### src/rtl/tdd_pkg.sv
// Shared constants and types for the TDD burst timing controller.
// Assumes two directions (receive = 0, transmit = 1) and eight offset
// slots per direction.
package tdd_pkg;

    localparam int NUM_DIR       = 2;
    localparam int NUM_SLOT      = 8;
    localparam int NUM_LAYER     = 4;
    localparam int ADDR_W        = 5;
    localparam int ADDR_LEN      = 0;
    localparam int ADDR_CTRL     = 1;
    localparam int ADDR_PTR_BASE = 2;

    // Offset slot order within one direction; the address map depends on it.
    typedef enum logic [2:0] {
        SLOT_SYN_ON  = 3'd0,
        SLOT_RF_ON   = 3'd1,
        SLOT_DP1_ON  = 3'd2,
        SLOT_DP1_OFF = 3'd3,
        SLOT_RF_OFF  = 3'd4,
        SLOT_SYN_OFF = 3'd5,
        SLOT_DP2_ON  = 3'd6,
        SLOT_DP2_OFF = 3'd7
    } slot_e;

    // Enable layers per direction.
    typedef enum logic [1:0] {
        LAYER_SYN = 2'd0,
        LAYER_RF  = 2'd1,
        LAYER_DP1 = 2'd2,
        LAYER_DP2 = 2'd3
    } layer_e;

    // Slot holding the on offset of a layer.
    function automatic int on_slot(input int layer);
        case (layer)
            0:       return int'(SLOT_SYN_ON);
            1:       return int'(SLOT_RF_ON);
            2:       return int'(SLOT_DP1_ON);
            default: return int'(SLOT_DP2_ON);
        endcase
    endfunction

    // Slot holding the off offset of a layer.
    function automatic int off_slot(input int layer);
        case (layer)
            0:       return int'(SLOT_SYN_OFF);
            1:       return int'(SLOT_RF_OFF);
            2:       return int'(SLOT_DP1_OFF);
            default: return int'(SLOT_DP2_OFF);
        endcase
    endfunction

endpackage

### src/rtl/tdd_frame_counter.sv
// Frame position counter.
// Counts 0..frame_len-1 while run is high, then wraps to 0. It is held at 0
// while run is low. The wrap output marks the edge on which the counter
// returns to 0. Assumes frame_len changes only on a wrap edge or while
// stopped.
module tdd_frame_counter #(
    parameter int CNT_W = 16
) (
    input  logic             clk,
    input  logic             rst_n,
    input  logic             run,
    input  logic [CNT_W-1:0] frame_len,
    output logic [CNT_W-1:0] cnt,
    output logic             wrap
);

    logic [CNT_W:0] cnt_inc;

    // Next count, one bit wider so the compare cannot overflow.
    assign cnt_inc = {1'b0, cnt} + {{CNT_W{1'b0}}, 1'b1};
    // Wrap when the next count would reach the frame length.
    assign wrap    = run && (cnt_inc >= {1'b0, frame_len});

    // Frame counter register.
    always_ff @(posedge clk) begin
        if (!rst_n)      cnt <= '0;
        else if (!run)   cnt <= '0;
        else if (wrap)   cnt <= '0;
        else             cnt <= cnt_inc[CNT_W-1:0];
    end

    p_cnt_range_r1: assert property (@(posedge clk) disable iff (!rst_n)
        (run && frame_len != '0) |-> (cnt < frame_len));

    p_wrap_zero_r1: assert property (@(posedge clk) disable iff (!rst_n)
        wrap |=> (cnt == '0));

    p_cnt_hold_r7: assert property (@(posedge clk) disable iff (!rst_n)
        !run |=> (cnt == '0));

endmodule

### src/rtl/tdd_cfg_regs.sv
// Shadow and active configuration registers.
// Writes land in the shadow copy. The active copy, which the comparators
// read, is loaded from the shadow on a frame wrap or on any cycle while
// stopped. Addresses outside the map are ignored.
module tdd_cfg_regs
    import tdd_pkg::*;
#(
    parameter int CNT_W = 16
) (
    input  logic                                        clk,
    input  logic                                        rst_n,
    input  logic                                        we,
    input  logic [ADDR_W-1:0]                           addr,
    input  logic [CNT_W-1:0]                            wdata,
    input  logic                                        run,
    input  logic                                        wrap,
    output logic [CNT_W-1:0]                            act_len,
    output logic [NUM_DIR-1:0]                          act_sec,
    output logic [NUM_DIR-1:0][NUM_SLOT-1:0][CNT_W-1:0] act_ptr
);

    logic               commit;
    logic [CNT_W-1:0]   sh_len;
    logic [NUM_DIR-1:0] sh_sec;

    // Active copy follows the shadow at a boundary or while stopped.
    assign commit = !run || wrap;

    // Shadow frame length and control word.
    always_ff @(posedge clk) begin
        if (!rst_n) begin
            sh_len <= '0;
            sh_sec <= '0;
        end else if (we) begin
            if (addr == ADDR_W'(ADDR_LEN))  sh_len <= wdata;
            if (addr == ADDR_W'(ADDR_CTRL)) sh_sec <= wdata[NUM_DIR-1:0];
        end
    end

    // Active frame length and control word.
    always_ff @(posedge clk) begin
        if (!rst_n) begin
            act_len <= '0;
            act_sec <= '0;
        end else if (commit) begin
            act_len <= sh_len;
            act_sec <= sh_sec;
        end
    end

    for (genvar d = 0; d < NUM_DIR; d++) begin : g_dir
        for (genvar s = 0; s < NUM_SLOT; s++) begin : g_slot
            localparam int SLOT_ADDR = ADDR_PTR_BASE + d * NUM_SLOT + s;
            logic [CNT_W-1:0] sh_q;
            logic [CNT_W-1:0] act_q;

            // Shadow offset for this slot.
            always_ff @(posedge clk) begin
                if (!rst_n)                                     sh_q <= '0;
                else if (we && addr == ADDR_W'(SLOT_ADDR))      sh_q <= wdata;
            end

            // Active offset for this slot.
            always_ff @(posedge clk) begin
                if (!rst_n)      act_q <= '0;
                else if (commit) act_q <= sh_q;
            end

            assign act_ptr[d][s] = act_q;
        end
    end

    p_cfg_frozen_r8: assert property (@(posedge clk) disable iff (!rst_n)
        (run && !wrap) |=> (act_len == $past(act_len)) &&
                           (act_sec == $past(act_sec)) &&
                           (act_ptr == $past(act_ptr)));

    p_cfg_idle_load_r8: assert property (@(posedge clk) disable iff (!rst_n)
        !run |=> (act_len == $past(sh_len)) && (act_sec == $past(sh_sec)));

endmodule

### src/rtl/tdd_window_flag.sv
// One on/off window flag.
// The flag sets on the edge where the count equals on_ptr and clears on
// the edge where it equals off_ptr. Off wins a tie. Offsets at or beyond
// frame_len never match. The flag is forced low while act is low.
module tdd_window_flag #(
    parameter int CNT_W = 16
) (
    input  logic             clk,
    input  logic             rst_n,
    input  logic             act,
    input  logic [CNT_W-1:0] cnt,
    input  logic [CNT_W-1:0] frame_len,
    input  logic [CNT_W-1:0] on_ptr,
    input  logic [CNT_W-1:0] off_ptr,
    output logic             flag
);

    logic on_hit;
    logic off_hit;

    // Match only offsets that lie inside the frame.
    assign on_hit  = (cnt == on_ptr)  && (on_ptr  < frame_len);
    assign off_hit = (cnt == off_ptr) && (off_ptr < frame_len);

    // Window state register.
    always_ff @(posedge clk) begin
        if (!rst_n)       flag <= 1'b0;
        else if (!act)    flag <= 1'b0;
        else if (off_hit) flag <= 1'b0;
        else if (on_hit)  flag <= 1'b1;
    end

    p_off_wins_r3: assert property (@(posedge clk) disable iff (!rst_n)
        (act && cnt == off_ptr && off_ptr < frame_len) |=> !flag);

    p_rise_in_frame_r4: assert property (@(posedge clk) disable iff (!rst_n)
        $rose(flag) |-> ($past(on_ptr) < $past(frame_len)) &&
                        ($past(cnt) == $past(on_ptr)));

    p_hold_r2: assert property (@(posedge clk) disable iff (!rst_n)
        (act && cnt != on_ptr && cnt != off_ptr) |=> (flag == $past(flag)));

    p_idle_low_r7: assert property (@(posedge clk) disable iff (!rst_n)
        !act |=> !flag);

endmodule

### src/rtl/tdd_burst_ctrl.sv
// TDD burst timing controller, top level.
// Ties the frame counter, the double-buffered configuration and, for each
// direction, four window flags (synthesizer, RF, data window 1 and 2).
// The data-path output ORs both windows. Window 2 runs only when its
// control bit is set.
module tdd_burst_ctrl
    import tdd_pkg::*;
#(
    parameter int CNT_W = 16
) (
    input  logic              clk,
    input  logic              rst_n,
    input  logic              run,
    input  logic              cfg_we,
    input  logic [ADDR_W-1:0] cfg_addr,
    input  logic [CNT_W-1:0]  cfg_wdata,
    output logic              rx_synth_en,
    output logic              tx_synth_en,
    output logic              rx_rf_en,
    output logic              tx_rf_en,
    output logic              rx_dp_en,
    output logic              tx_dp_en
);

    localparam int DIR_RX = 0;
    localparam int DIR_TX = 1;

    logic [CNT_W-1:0]                            cnt;
    logic                                        wrap;
    logic [CNT_W-1:0]                            act_len;
    logic [NUM_DIR-1:0]                          act_sec;
    logic [NUM_DIR-1:0][NUM_SLOT-1:0][CNT_W-1:0] act_ptr;
    logic [NUM_DIR-1:0][NUM_LAYER-1:0]           lay;

    tdd_frame_counter #(.CNT_W(CNT_W)) u_cnt (
        .clk       (clk),
        .rst_n     (rst_n),
        .run       (run),
        .frame_len (act_len),
        .cnt       (cnt),
        .wrap      (wrap)
    );

    tdd_cfg_regs #(.CNT_W(CNT_W)) u_cfg (
        .clk     (clk),
        .rst_n   (rst_n),
        .we      (cfg_we),
        .addr    (cfg_addr),
        .wdata   (cfg_wdata),
        .run     (run),
        .wrap    (wrap),
        .act_len (act_len),
        .act_sec (act_sec),
        .act_ptr (act_ptr)
    );

    for (genvar d = 0; d < NUM_DIR; d++) begin : g_dir
        for (genvar l = 0; l < NUM_LAYER; l++) begin : g_layer
            localparam int ON_IX  = on_slot(l);
            localparam int OFF_IX = off_slot(l);
            logic act_l;
            logic flag_q;

            // Second data window runs only when enabled for this direction.
            if (l == int'(LAYER_DP2)) begin : g_gated
                assign act_l = run && act_sec[d];
            end else begin : g_plain
                assign act_l = run;
            end

            tdd_window_flag #(.CNT_W(CNT_W)) u_flag (
                .clk       (clk),
                .rst_n     (rst_n),
                .act       (act_l),
                .cnt       (cnt),
                .frame_len (act_len),
                .on_ptr    (act_ptr[d][ON_IX]),
                .off_ptr   (act_ptr[d][OFF_IX]),
                .flag      (flag_q)
            );

            assign lay[d][l] = flag_q;
        end
    end

    assign rx_synth_en = lay[DIR_RX][LAYER_SYN];
    assign tx_synth_en = lay[DIR_TX][LAYER_SYN];
    assign rx_rf_en    = lay[DIR_RX][LAYER_RF];
    assign tx_rf_en    = lay[DIR_TX][LAYER_RF];
    assign rx_dp_en    = lay[DIR_RX][LAYER_DP1] | lay[DIR_RX][LAYER_DP2];
    assign tx_dp_en    = lay[DIR_TX][LAYER_DP1] | lay[DIR_TX][LAYER_DP2];

    p_quiet_when_stopped_r7: assert property (@(posedge clk) disable iff (!rst_n)
        !run |=> !(rx_synth_en | tx_synth_en | rx_rf_en | tx_rf_en |
                   rx_dp_en | tx_dp_en));

    p_sec_gate_r6: assert property (@(posedge clk) disable iff (!rst_n)
        (run && !act_sec[DIR_TX] && !lay[DIR_TX][LAYER_DP1]) |=> $past(lay[DIR_TX][LAYER_DP1]) || !lay[DIR_TX][LAYER_DP2]);

endmodule

### config.mk
export PLATFORM = sky130hd
export DESIGN_NAME = tdd_burst_ctrl
export DESIGN_NICKNAME = d
export VERILOG_FILES = /design/src/rtl/tdd_pkg.sv /design/src/rtl/tdd_frame_counter.sv /design/src/rtl/tdd_cfg_regs.sv /design/src/rtl/tdd_window_flag.sv /design/src/rtl/tdd_burst_ctrl.sv
export SDC_FILE = /design/constraint.sdc
export NUM_CORES = 1
export LEC_CHECK = 0
export BUFFER_PORTS_ARGS = -buffer_cell sky130_fd_sc_hd__buf_2
export CORE_MARGIN = 5
export CORE_UTILIZATION = 35
export CTS_BUF_LIST = sky130_fd_sc_hd__clkbuf_16
export DETAILED_ROUTE_END_ITERATION = 12
export PLACE_DENSITY = 0.48
export SYNTH_ARGS = -nofsm -noshare
export SYNTH_HDL_FRONTEND = slang
export SYNTH_SLANG_ARGS = --single-unit
### constraint.sdc
create_clock -name clk -period 3.1 [get_ports clk]
set_input_delay 0.31 -clock clk [delete_from_list [all_inputs] [get_ports clk]]
set_output_delay 0.31 -clock clk [all_outputs]
set_load 0.02 [all_outputs]
---- After elaboration in Yosys (flattened, before gate mapping) ----
Cells that the tools add are included.
word-level totals
  memory bits (read-only) ................. 0
  register bits after elaboration ......... 572
  memories kept ........................... 0
  output and inout bits ................... 6
  input bits .............................. 25
  bits in latches ......................... 0
  memory bits (writable) .................. 0
operators by class
  reductions and logical operators ........ 49
  multiplexer cells ....................... 0
  bitwise operators ....................... 6
  shifts and indexed selects .............. 0
  eq/ne operators ......................... 33
  add/subtract/negate cells ............... 1
  $mul .................................... 0
  div/mod/pow operators ................... 0
  order comparisons ....................... 17
operators by type and width
  kind                   number
  $eq 16x16->1           16
  $lt 16x16->1           16
  $eq 5x4->1 const B     8
  $logic_and 1x1->1      35
  $reduce_or 3->1        9
  $eq 5x3->1 const B     4
  $add 16x1->17 const B  1
  $ge 17x16->1           1
  $eq 5x2->1 const B     2
  $eq 5x5->1 const B     2
  $eq 5x1->1 const B     1
  $logic_not 5->1        1
  $not 1->1              4
  $reduce_and 2->1       2
  $or 1x1->1             2
  $logic_not 1->1        1
  $logic_or 1x1->1       1

---- Depth between registers and ports, before layout ----
Gate-level depths: netlist of run 1.
  word-level depth ........................ 4
  gate-level depth with buffers ........... 16

---- Hierarchy ----
From an unflattened synthesis of run 1, not the netlist that was laid out.
second synthesis, totals
  cells, all modules ...................... 3347
  area total of the unflattened synthesis .. 29687.2 sq um
by module, submodules not included
  module             sequential area each (sq um)  area each (sq um)  times used  cells each
  tdd_cfg_regs       10970.5                       19902.8            1           2127
  tdd_window_flag    20.0                          1074.8             8           135
  tdd_frame_counter  320.3                         1161.1             1           136
  tdd_burst_ctrl     0.0                           25.0               1           4

---- Least setup slack after synthesis of run 1 ----
No wires, ideal clock.
  path type ............................... register -> register
  from .................................... reg u_cnt.cnt[0]
  to ...................................... reg u_cfg.act_len[8]
  clock period less this slack ............ 3.120 ns
  setup time .............................. 0.067 ns
  cell stages (with the launch flop) ...... 16
  arrival ................................. 3.053 ns
  path slack .............................. -0.020 ns
  required time ........................... 3.033 ns
  cells stage by stage .................... dfxtp_1 > buf_1 > nand4_1 > nor3_1 > nand2_1 > xnor2_1 > ha_1 > nand3_1 > a2111oi_0 > o21ai_1 > nand4_2 > buf_6 > buf_12 > buf_6 > nand3_2 > o21ai_2
on the way
  cells in the longest elaborated chain, start to end .. 4
ends and longest elaborated chain
  item                         RTL line                 source
  start, declared              tdd_frame_counter.sv:13  output logic [CNT_W-1:0] cnt,
  start signal, assigned       tdd_frame_counter.sv:29  else cnt <= cnt_inc[CNT_W-1:0];
  $add 16x1->17                tdd_frame_counter.sv:20  assign cnt_inc = {1'b0, cnt} + {{CNT_W{1'b0}}, 1'b1};
  named net u_cnt.cnt_inc[15]  tdd_frame_counter.sv:17  logic [CNT_W:0] cnt_inc;
  $ge 17x16->1                 tdd_frame_counter.sv:22  assign wrap = run && (cnt_inc >= {1'b0, frame_len});
  $logic_and 1x1->1            tdd_frame_counter.sv:22
  $logic_or 1x1->1             tdd_cfg_regs.sv:27       assign commit = !run || wrap;
  end signal, assigned         tdd_cfg_regs.sv:46       act_len <= sh_len;
  end, declared                tdd_cfg_regs.sv:17       output logic [CNT_W-1:0] act_len,
The timed path passes the listed nets, and every way through them passes these cells.
A chain may end at the register's enable or synchronous reset.

---- Worst setup path in the final report of run 1 ----
  from .................................... reg u_cnt.cnt[1]
  to ...................................... reg u_cfg.g_dir[0].g_slot[6].act_q[0]
on the way
  cells in the longest elaborated chain, start to end .. 4
ends and longest elaborated chain
  item                         RTL line                 source
  $add 16x1->17                tdd_frame_counter.sv:20
  named net u_cnt.cnt_inc[12]  tdd_frame_counter.sv:17
  $ge 17x16->1                 tdd_frame_counter.sv:22
  $logic_and 1x1->1            tdd_frame_counter.sv:22
  $logic_or 1x1->1             tdd_cfg_regs.sv:27
  end signal, assigned         tdd_cfg_regs.sv:66       else if (commit) act_q <= sh_q;
  end, declared                tdd_cfg_regs.sv:55       logic [CNT_W-1:0] act_q;
The timed path passes the listed nets, and every way through them passes these cells.

==> summary.md, run 1 <==
| Metric | Value |
|---|---|
| Depth of the CTS H-tree | `3` |
| Setup Crit Path Kind | `register to register` |
| Number of buffers added by the clock tree synthesis step | `70` |
| Final Critical Period | `3152 ps` |
| Peak per-stage delay on the critical path | `370 ps` |
| HPWL reported at the end of detailed placement | `65.50 mm` |
| Vertical die dimension | `302.7 um` |
| Number of nets still failing antenna checks after routing | `0` |
| Violations in the final reports | `negative setup slack` |
| Proportion of layout cells with a drive suffix above 1 | `14.04%` |
| Post-synthesis instance total | `3,587` |
| Number of sinks driven by the clock tree | `572` |
| Crit-path cells | `ha_4, nand2_4, nor4_4, buf_4, buf_6, xor2_2, ha_1, nand4_1, a2111oi_4, o21ai_2, nand4_4, buf_12, buf_12, buf_16, clkbuf_16, nand3_1, o21ai_1` |
| Element type at the critical path end | `register` |
| P_leak | `13.23 nW` |
| Placer's final routability congestion estimate | `0.8457` |
| Count of standard-cell rows | `107` |
| GRT Util Overall | `22.53%` |
| Most common cell after layout, fill and taps aside | `nand2_1` |
| Fill cell count | `8,709` |
| Top flip-flop cell by instance count after synthesis | `dfxtp_1` |
| Clock Tree Buf Depth | `3` |
| First-pass GRT wire length | `154.8 mm` |
| Synth Net Count | `3,869` |
| Cell with the most instances on the worst path | `buf_12` |
| Die width | `302.7 um` |
| Unrepaired setup endpoints after global routing | `yes` |
| Peak supply drop | `0.3323 mV` |
| Family of cells with the greatest summed delay on the critical path | `buffers and inverters` |
| Drc violations | `0` |
| Total wire length after detailed routing | `109.0 mm` |
| Ratio of routed vias to standard cells | `5.310` |
| Transition time at the pin with the least slew margin | `1102 ps` |
| Register clock-pin slew on the reported worst setup and hold paths | `60 ps` |
| Post-detailed-route wirelength per cell | `22.65 um` |
| Effective utilization at floorplan | `35.22%` |
| Max Cap Violations | `0` |
| Top cells by area, synth | `dfxtp_1, nand2_1, ha_1` |
| Synthesis-stage register bit count | `572` |
| Aggregate global routing overflow | `0` |
| Clk root buf | `clkbuf_16` |
| Slowest cell on the critical path | `dfxtp_4` |
| Die Area | `91,630 um^2` |
| Insertion delay to the later sink of the worst-skew pair | `610 ps` |
| CP Data Required Time | `3650 ps` |
| Worst Setup Start Kind | `register` |
| Area grow syn2layout | `18.04%` |
| Number of endpoints with negative hold slack in the final report | `0` |
| Register area share after synthesis | `38.19%` |
| Number of cells after detailed placement | `4,640` |
| Synthesis warning total | `0` |
| Via count | `25,550` |
| Worst-path maximum fanout | `8` |
| Total inserted antenna cells | `0` |
| Async set or reset register ratio after synthesis | `0%` |
| Starting DRC count in detailed routing | `2,009` |
| Area share of the largest cell type after synthesis | `38.19%` |
| Max-Slew Margin vs Limit | `26.51%` |
| Final clock period utilization by the worst path | `101.7%` |
| Synthesized area divided by synthesized cell count | `8.360 um^2` |
| Top library cells by usage in the layout, fill and taps aside | `nand2_1, dfxtp_1, ha_1` |
| CTS tree | `done` |
| Power per Cell Area | `467.4 nW/um^2` |
| Max frequency | `317.3 MHz` |
| Count of cell types in the netlist | `55` |
| Buf+Inv Stages, Crit Path | `6` |
| Dominant cell type by area after synthesis | `dfxtp_1` |
| Setup Viol. Count Final | `108` |
| Setup Skew | `21.99 ps` |
| Final-report max-slew violation count | `0` |
| Post-layout worst setup margin | `-52.06 ps` |
| Status | `finished, violations left` |
| Number of standard cells in the final layout excluding fillers | `4,811` |
| Worst endpoint data arrival time | `3700 ps` |
| Count of port buffers added during placement | `30` |
| Pin count of the biggest net entering global routing | `171` |
| Number of antenna violations at the first check in global routing | `2` |
| HP Class | `input pin to register` |
| Post-synthesis cell area | `29,990 um^2` |
| Detailed-routing iteration count for the pre-antenna-repair pass | `5` |
| Num ports | `31` |
| Area of the core region | `85,150 um^2` |
| Count of flip-flops with a built-in enable after synthesis | `0` |
| Total negative setup slack | `-1893 ps` |
| Via count of the first global-routing pass | `23,260` |
| Count of nets after finishing | `3,897` |
Yosys cell counts (all sizes together) (8+ instances only):
master	number
o21ai	319
a31oi	8
inv	22
nand2b	11
nand2	862
nor2b	8
nor3	39
buf	95
clkbuf	165
nor4	40
ha	257
nand3	319
nor2	46
xnor2	169
and3	22
a2111oi	9
a21oi	63
o211ai	9
a211oi	22
a21o	25
o31ai	11
or4	8
nand4	74
dfxtp	572
xor2	101
a21boi	274
flip-flops by register name, summed over array words and instances, names as in the netlist:
name / count
u_cfg.sh_sec: 2
u_cfg.g_dir.g_slot.act_q: 256
u_cfg.g_dir.g_slot.sh_q: 256
u_cnt.cnt: 16
u_cfg.act_sec: 2
g_dir.g_layer.u_flag.flag: 8
u_cfg.sh_len: 16
u_cfg.act_len: 16
tightest hold or removal path, delay by kind of cell:
kind                   cells  cell delay, ps
AOI/OAI and AO/OA          1              70
buffers and inverters      1             330
and+or+nand+nor            1             130
metrics by stage:
step	utilization, %	worst slack (ps)	power, mW	cell area (um^2)	hold WS [ps]
6_report	41.57	-52.06	16.54	35400	293.1
5_1_grt	41.57	-189.2	17.03	35400	281.6
4_1_cts	39.85	-15.66	16.55	33930	252.5
3_5_place_dp	37.20	-35.46	8.502	31670	445.1
3_3_place_gp	37.20	-18.24	8.502	31670	440.5
2_1_floorplan	-	53.22	8.155	29990	429.8
final cells by class:
type                            instances  area (um^2)  area share (%)
Clock inverter                         50        347.8          0.9826
Inverter                               22        82.58          0.2333
Sequential cell                       572        11480           32.43
Clock buffer                           74         1852           5.231
Timing Repair Buffer                  216         2524           7.129
Multi-Input combinational cell       2733        17680           49.95
Tap cell                             1144         1431           4.044
power breakdown:
part | internal (mW) | switching [mW]
combinational | 0.358 | 0.719
clock | 4.64 | 3.40
sequential | 7.39 | 0.0352
total | 12.4 | 4.15
repair_timing:
action                                 4_1_cts  5_1_grt
setup endpoints to repair                   20      274
resized for setup                            4      165
buffers inserted                             0       19
pin swaps                                    0       63
hold buffers                                 1        0
cloned                                       1       26
endpoints found under the hold margin        5        0
path summary, 6_finish.rpt:
check / startpoint / cells after the start / slack [ps] / end
worst max-delay path: u_cnt.cnt[1]$_SDFF_PP0_ / 17 / -50 / u_cfg.g_dir[0].g_slot[6].act_q[0]$_SDFFE_PN0P_
worst min-delay path: cfg_wdata[1] / 3 / 290 / u_cfg.g_dir[0].g_slot[0].sh_q[1]$_SDFFE_PN0P_
worst max register to register: u_cnt.cnt[1]$_SDFF_PP0_ / 17 / -50 / u_cfg.g_dir[0].g_slot[6].act_q[0]$_SDFFE_PN0P_
worst min register to register: u_cfg.sh_sec[1]$_SDFFE_PN0P_ / 2 / 440 / u_cfg.act_sec[1]$_SDFFE_PN0P_
routing by layer:
layer	share of wire (%)	track usage (%)
met1	47	32.88
met2	44	35.19
met3	5.9	2.791
met4	2.6	6.104
met5	0	0
kinds of logic after synthesis:
kind of cell | count (synthesis) | synth area share [%]
flip-flops | 572 | 38.19
AND/OR/NAND/NOR | 1442 | 22.03
buffers and inverters | 282 | 4.548
AO/OA/AOI/OAI | 764 | 16.63
XOR/XNOR | 270 | 7.886
adder cells (fa/ha/maj) | 257 | 10.72
Power figures use the tool's default switching activity.
==> run 2, diff against run 1 <==
==> constraint.sdc (replaced) <==
create_clock -name clk -period 3.1 [get_ports clk]
set_input_delay 0.155 -clock clk [delete_from_list [all_inputs] [get_ports clk]]
set_output_delay 0.155 -clock clk [all_outputs]
set_load 0.05 [all_outputs]
==> summary.md, run 2 (same netlist as run 1, synthesis figures left out) <==
| Metric | Value |
|---|---|
| Peak supply drop | `0.3883 mV (was 0.3323 mV)` |
| Effective utilization at floorplan | `35.22% (unchanged)` |
| Ratio of routed vias to standard cells | `5.304 (was 5.310)` |
| CP Data Required Time | `3610 ps (was 3650 ps)` |
| Final clock period utilization by the worst path | `101.2% (was 101.7%)` |
| Placer's final routability congestion estimate | `0.8306 (was 0.8457)` |
| Post-place instance area | `31,610 um^2 (was 31,670 um^2)` |
| Final Critical Period | `3136 ps (was 3152 ps)` |
| Element type at the critical path end | `register (unchanged)` |
| First-pass GRT wire length | `155.6 mm (was 154.8 mm)` |
| Depth of the CTS H-tree | `3 (unchanged)` |
| Peak per-stage delay on the critical path | `360 ps (was 370 ps)` |
| Setup Crit Path Kind | `register to register (unchanged)` |
| Unrepaired setup endpoints after global routing | `yes (unchanged)` |
| Post-layout worst setup margin | `-35.78 ps (was -52.06 ps)` |
| Drc violations | `0 (unchanged)` |
| Aggregate global routing overflow | `0 (unchanged)` |
| Wire length on met1 | `52.86 mm (was 51.76 mm)` |
| End of the worst register-to-register path | `u_cfg.g_dir[0].g_slot[3].act_q[3]$_SDFFE_PN0P_ (was u_cfg.g_dir[0].g_slot[6].act_q[0]$_SDFFE_PN0P_)` |
| Clk root buf | `clkbuf_16 (unchanged)` |
| Routed wl met3 | `5.482 mm (was 6.396 mm)` |
| Number of endpoints with negative hold slack in the final report | `0 (unchanged)` |
| Via count | `25,510 (was 25,550)` |
| WHS Endpoint | `g_dir[0].g_layer[2].u_flag.flag$_SDFFE_PP0P_ (was u_cfg.g_dir[0].g_slot[0].sh_q[1]$_SDFFE_PN0P_)` |
| Crit-path cells | `buf_4, buf_4, and3_1, nand3_1, xnor2_1, ha_1, o21ai_2, a2111oi_4, o21ai_2, nand4_4, buf_12, buf_12, buf_12, clkbuf_16, o21ai_1 (was ha_4, nand2_4, nor4_4, buf_4, buf_6, xor2_2, ha_1, nand4_1, a2111oi_4, o21ai_2, nand4_4, buf_12, buf_12, buf_16, clkbuf_16, nand3_1, o21ai_1)` |
| Total negative setup slack | `-406.5 ps (was -1893 ps)` |
| Post-placement worst setup slack | `-22.74 ps (was -35.46 ps)` |
| Count of nets after finishing | `3,896 (was 3,897)` |
| Length in cells of the worst reg-to-reg path | `15 (was 17)` |
| Non-Filler Cell Area, Final | `35,100 um^2 (was 35,400 um^2)` |
| Max-Slew Margin vs Limit | `27.53% (was 26.51%)` |
| Detailed-routing iteration count for the pre-antenna-repair pass | `5 (unchanged)` |
| Register clock-pin slew on the reported worst setup and hold paths | `70 ps (was 60 ps)` |
| Insertion delay to the later sink of the worst-skew pair | `630 ps (was 610 ps)` |
| Number of nets still failing antenna checks after routing | `0 (unchanged)` |
| Num ports | `31 (unchanged)` |
| Post-detailed-route wirelength per cell | `22.87 um (was 22.65 um)` |
| Area of the core region | `85,150 um^2 (unchanged)` |
| Setup Skew | `23.59 ps (was 21.99 ps)` |
| Total wire length after detailed routing | `110.0 mm (was 109.0 mm)` |
| Wire length on met2 | `49.37 mm (was 48.01 mm)` |
| HP Class | `input pin to register (unchanged)` |
| Count of port buffers added during placement | `30 (unchanged)` |
| Slowest cell on the critical path | `a2111oi_4 (was dfxtp_4)` |
| Die width | `302.7 um (unchanged)` |
| Status | `finished, violations left (unchanged)` |
| Die Area | `91,630 um^2 (unchanged)` |
| Vertical die dimension | `302.7 um (unchanged)` |
| Startpoint of the worst register-to-register path | `u_cnt.cnt[4]$_SDFF_PP0_ (was u_cnt.cnt[1]$_SDFF_PP0_)` |
| Family of cells with the greatest summed delay on the critical path | `buffers and inverters (unchanged)` |
| Pin count of the biggest net entering global routing | `214 (was 171)` |
| Worst Setup Start Kind | `register (unchanged)` |
| Power per Cell Area | `467.4 nW/um^2 (about the same)` |
| Proportion of layout cells with a drive suffix above 1 | `13.39% (was 14.04%)` |
| Top layer reached by signal wires | `met5 (was met4)` |
| Fill cell count | `8,754 (was 8,709)` |
| Number of sinks driven by the clock tree | `572 (unchanged)` |
| Setup Viol. Count Final | `47 (was 108)` |
| Design Power | `16.41 mW (was 16.54 mW)` |
| Count of standard-cell rows | `107 (unchanged)` |
| P_leak | `13.19 nW (was 13.23 nW)` |
| Worst hold stages | `3 (unchanged)` |
| Final core utilization | `41.23% (was 41.57%)` |
| Number of antenna violations at the first check in global routing | `3 (was 2)` |
| Worst-path maximum fanout | `8 (unchanged)` |
| Total inserted antenna cells | `0 (unchanged)` |
| Number of buffers added by the clock tree synthesis step | `69 (was 70)` |
| HPWL reported at the end of detailed placement | `63.49 mm (was 65.50 mm)` |
| Max Cap Violations | `0 (unchanged)` |
| Most common cell after layout, fill and taps aside | `nand2_1 (unchanged)` |
| Worst endpoint data arrival time | `3650 ps (was 3700 ps)` |
| Via count of the first global-routing pass | `23,390 (was 23,260)` |
| Buf+Inv Stages, Crit Path | `6 (unchanged)` |
| Transition time at the pin with the least slew margin | `1087 ps (was 1102 ps)` |
| CTS tree | `done (unchanged)` |
| Cell with the most instances on the worst path | `buf_12 (unchanged)` |
| Top Registers | `u_cfg.g_dir.g_slot.act_q x256, u_cfg.g_dir.g_slot.sh_q x256 (unchanged)` |
| R2R setup slack | `-40 ps (was -50 ps)` |
| Hold Startpoint | `run (was cfg_wdata[1])` |
| GRT Util Overall | `22.64% (was 22.53%)` |
| Clock Tree Buf Depth | `3 (unchanged)` |
| Multi-input gate area in the final layout | `17,470 um^2 (was 17,680 um^2)` |
| Final-report max-slew violation count | `0 (unchanged)` |
| Area grow syn2layout | `17.06% (was 18.04%)` |
| Violations in the final reports | `negative setup slack (unchanged)` |
| Max frequency | `318.9 MHz (was 317.3 MHz)` |
| Top library cells by usage in the layout, fill and taps aside | `nand2_1, dfxtp_1, ha_1 (unchanged)` |
| Starting DRC count in detailed routing | `2,240 (was 2,009)` |
| Register Area | `11,470 um^2 (was 11,480 um^2)` |
[run 2: changes by cell type in the layout (fill, tap and decap cells not counted), sizes merged]
cell	delta
inv	+1
clkinv	+1
buf	+1
clkbuf	-4
[run 2: worst max path at each step]
| stage | start | to | slack [ps] | depth (start not counted) |
|---|---|---|---|---|
| final | u_cnt.cnt[4]$_SDFF_PP0_ | u_cfg.g_dir[0].g_slot[3].act_q[3]$_SDFFE_PN0P_ | -40 | 15 |
| after global routing | u_cnt.cnt[5]$_SDFF_PP0_ | u_cfg.g_dir[0].g_slot[2].act_q[10]$_SDFFE_PN0P_ | -220 | 15 |
| after CTS | u_cnt.cnt[3]$_SDFF_PP0_ | u_cfg.g_dir[1].g_slot[7].act_q[3]$_SDFFE_PN0P_ | 20 | 16 |
| after detailed placement | u_cnt.cnt[2]$_SDFF_PP0_ | u_cfg.g_dir[1].g_slot[7].act_q[3]$_SDFFE_PN0P_ | -20 | 15 |
| after global placement | u_cnt.cnt[2]$_SDFF_PP0_ | u_cfg.g_dir[1].g_slot[7].act_q[3]$_SDFFE_PN0P_ | -40 | 15 |
| after floorplan | u_cnt.cnt[4]$_SDFF_PP0_ | u_cfg.act_len[8]$_SDFFE_PN0P_ | 50 | 16 |
[run 2: power by group]
part	switching [mW]	total, mW	leakage (nW)	internal (mW)
sequential	0.0339	7.43	4.62	7.40
combinational	0.725	1.09	7.48	0.362
clock	3.40	7.89	1.09	4.49
[run 2: layer usage]
layer | up-vias | global-route usage (%)
li1 | 12470 | -
met3 | 130 | 3.249
met2 | 582 | 35.97
met4 | 4 | 5.041
met5 | - | 0
met1 | 12320 | 32.72
[run 2: worst reg2reg max path, cell delays in order, from the launching register on]
cell and delay, ps:
dfxtp_2 350, buf_4 120, buf_4 270, and3_1 200, nand3_1 90, xnor2_1 190, ha_1 350, o21ai_2 90
a2111oi_4 360, o21ai_2 130, nand4_4 140, buf_12 140, buf_12 180, buf_12 170, clkbuf_16 170, o21ai_1 80
[run 2: layout make-up]
type | instances | area share, %
Clock inverter | 52 | 1.023
Sequential cell | 572 | 32.68
Clock buffer | 71 | 5.061
Tap cell | 1144 | 4.078
Multi-Input combinational cell | 2733 | 49.76
Timing Repair Buffer | 216 | 7.157
Inverter | 22 | 0.2352
[run 2: through the flow]
stage	hold slack, ps	std cells
after floorplan	305.1	3587
final	38.69	4810
after CTS	8.193	4760
after global placement	441.0	4635
after global routing	44.89	4810
after detailed placement	444.9	4635
[run 2: what timing repair did]
item / in CTS / in global routing
setup buffers: 0 / 23
gates cloned: 1 / 27
endpoints found under the setup margin: 5 / 269
pin swaps: 0 / 37
hold buffers: 1 / 0
gates resized for setup: 2 / 119
endpoints found under the hold margin: 20 / 0
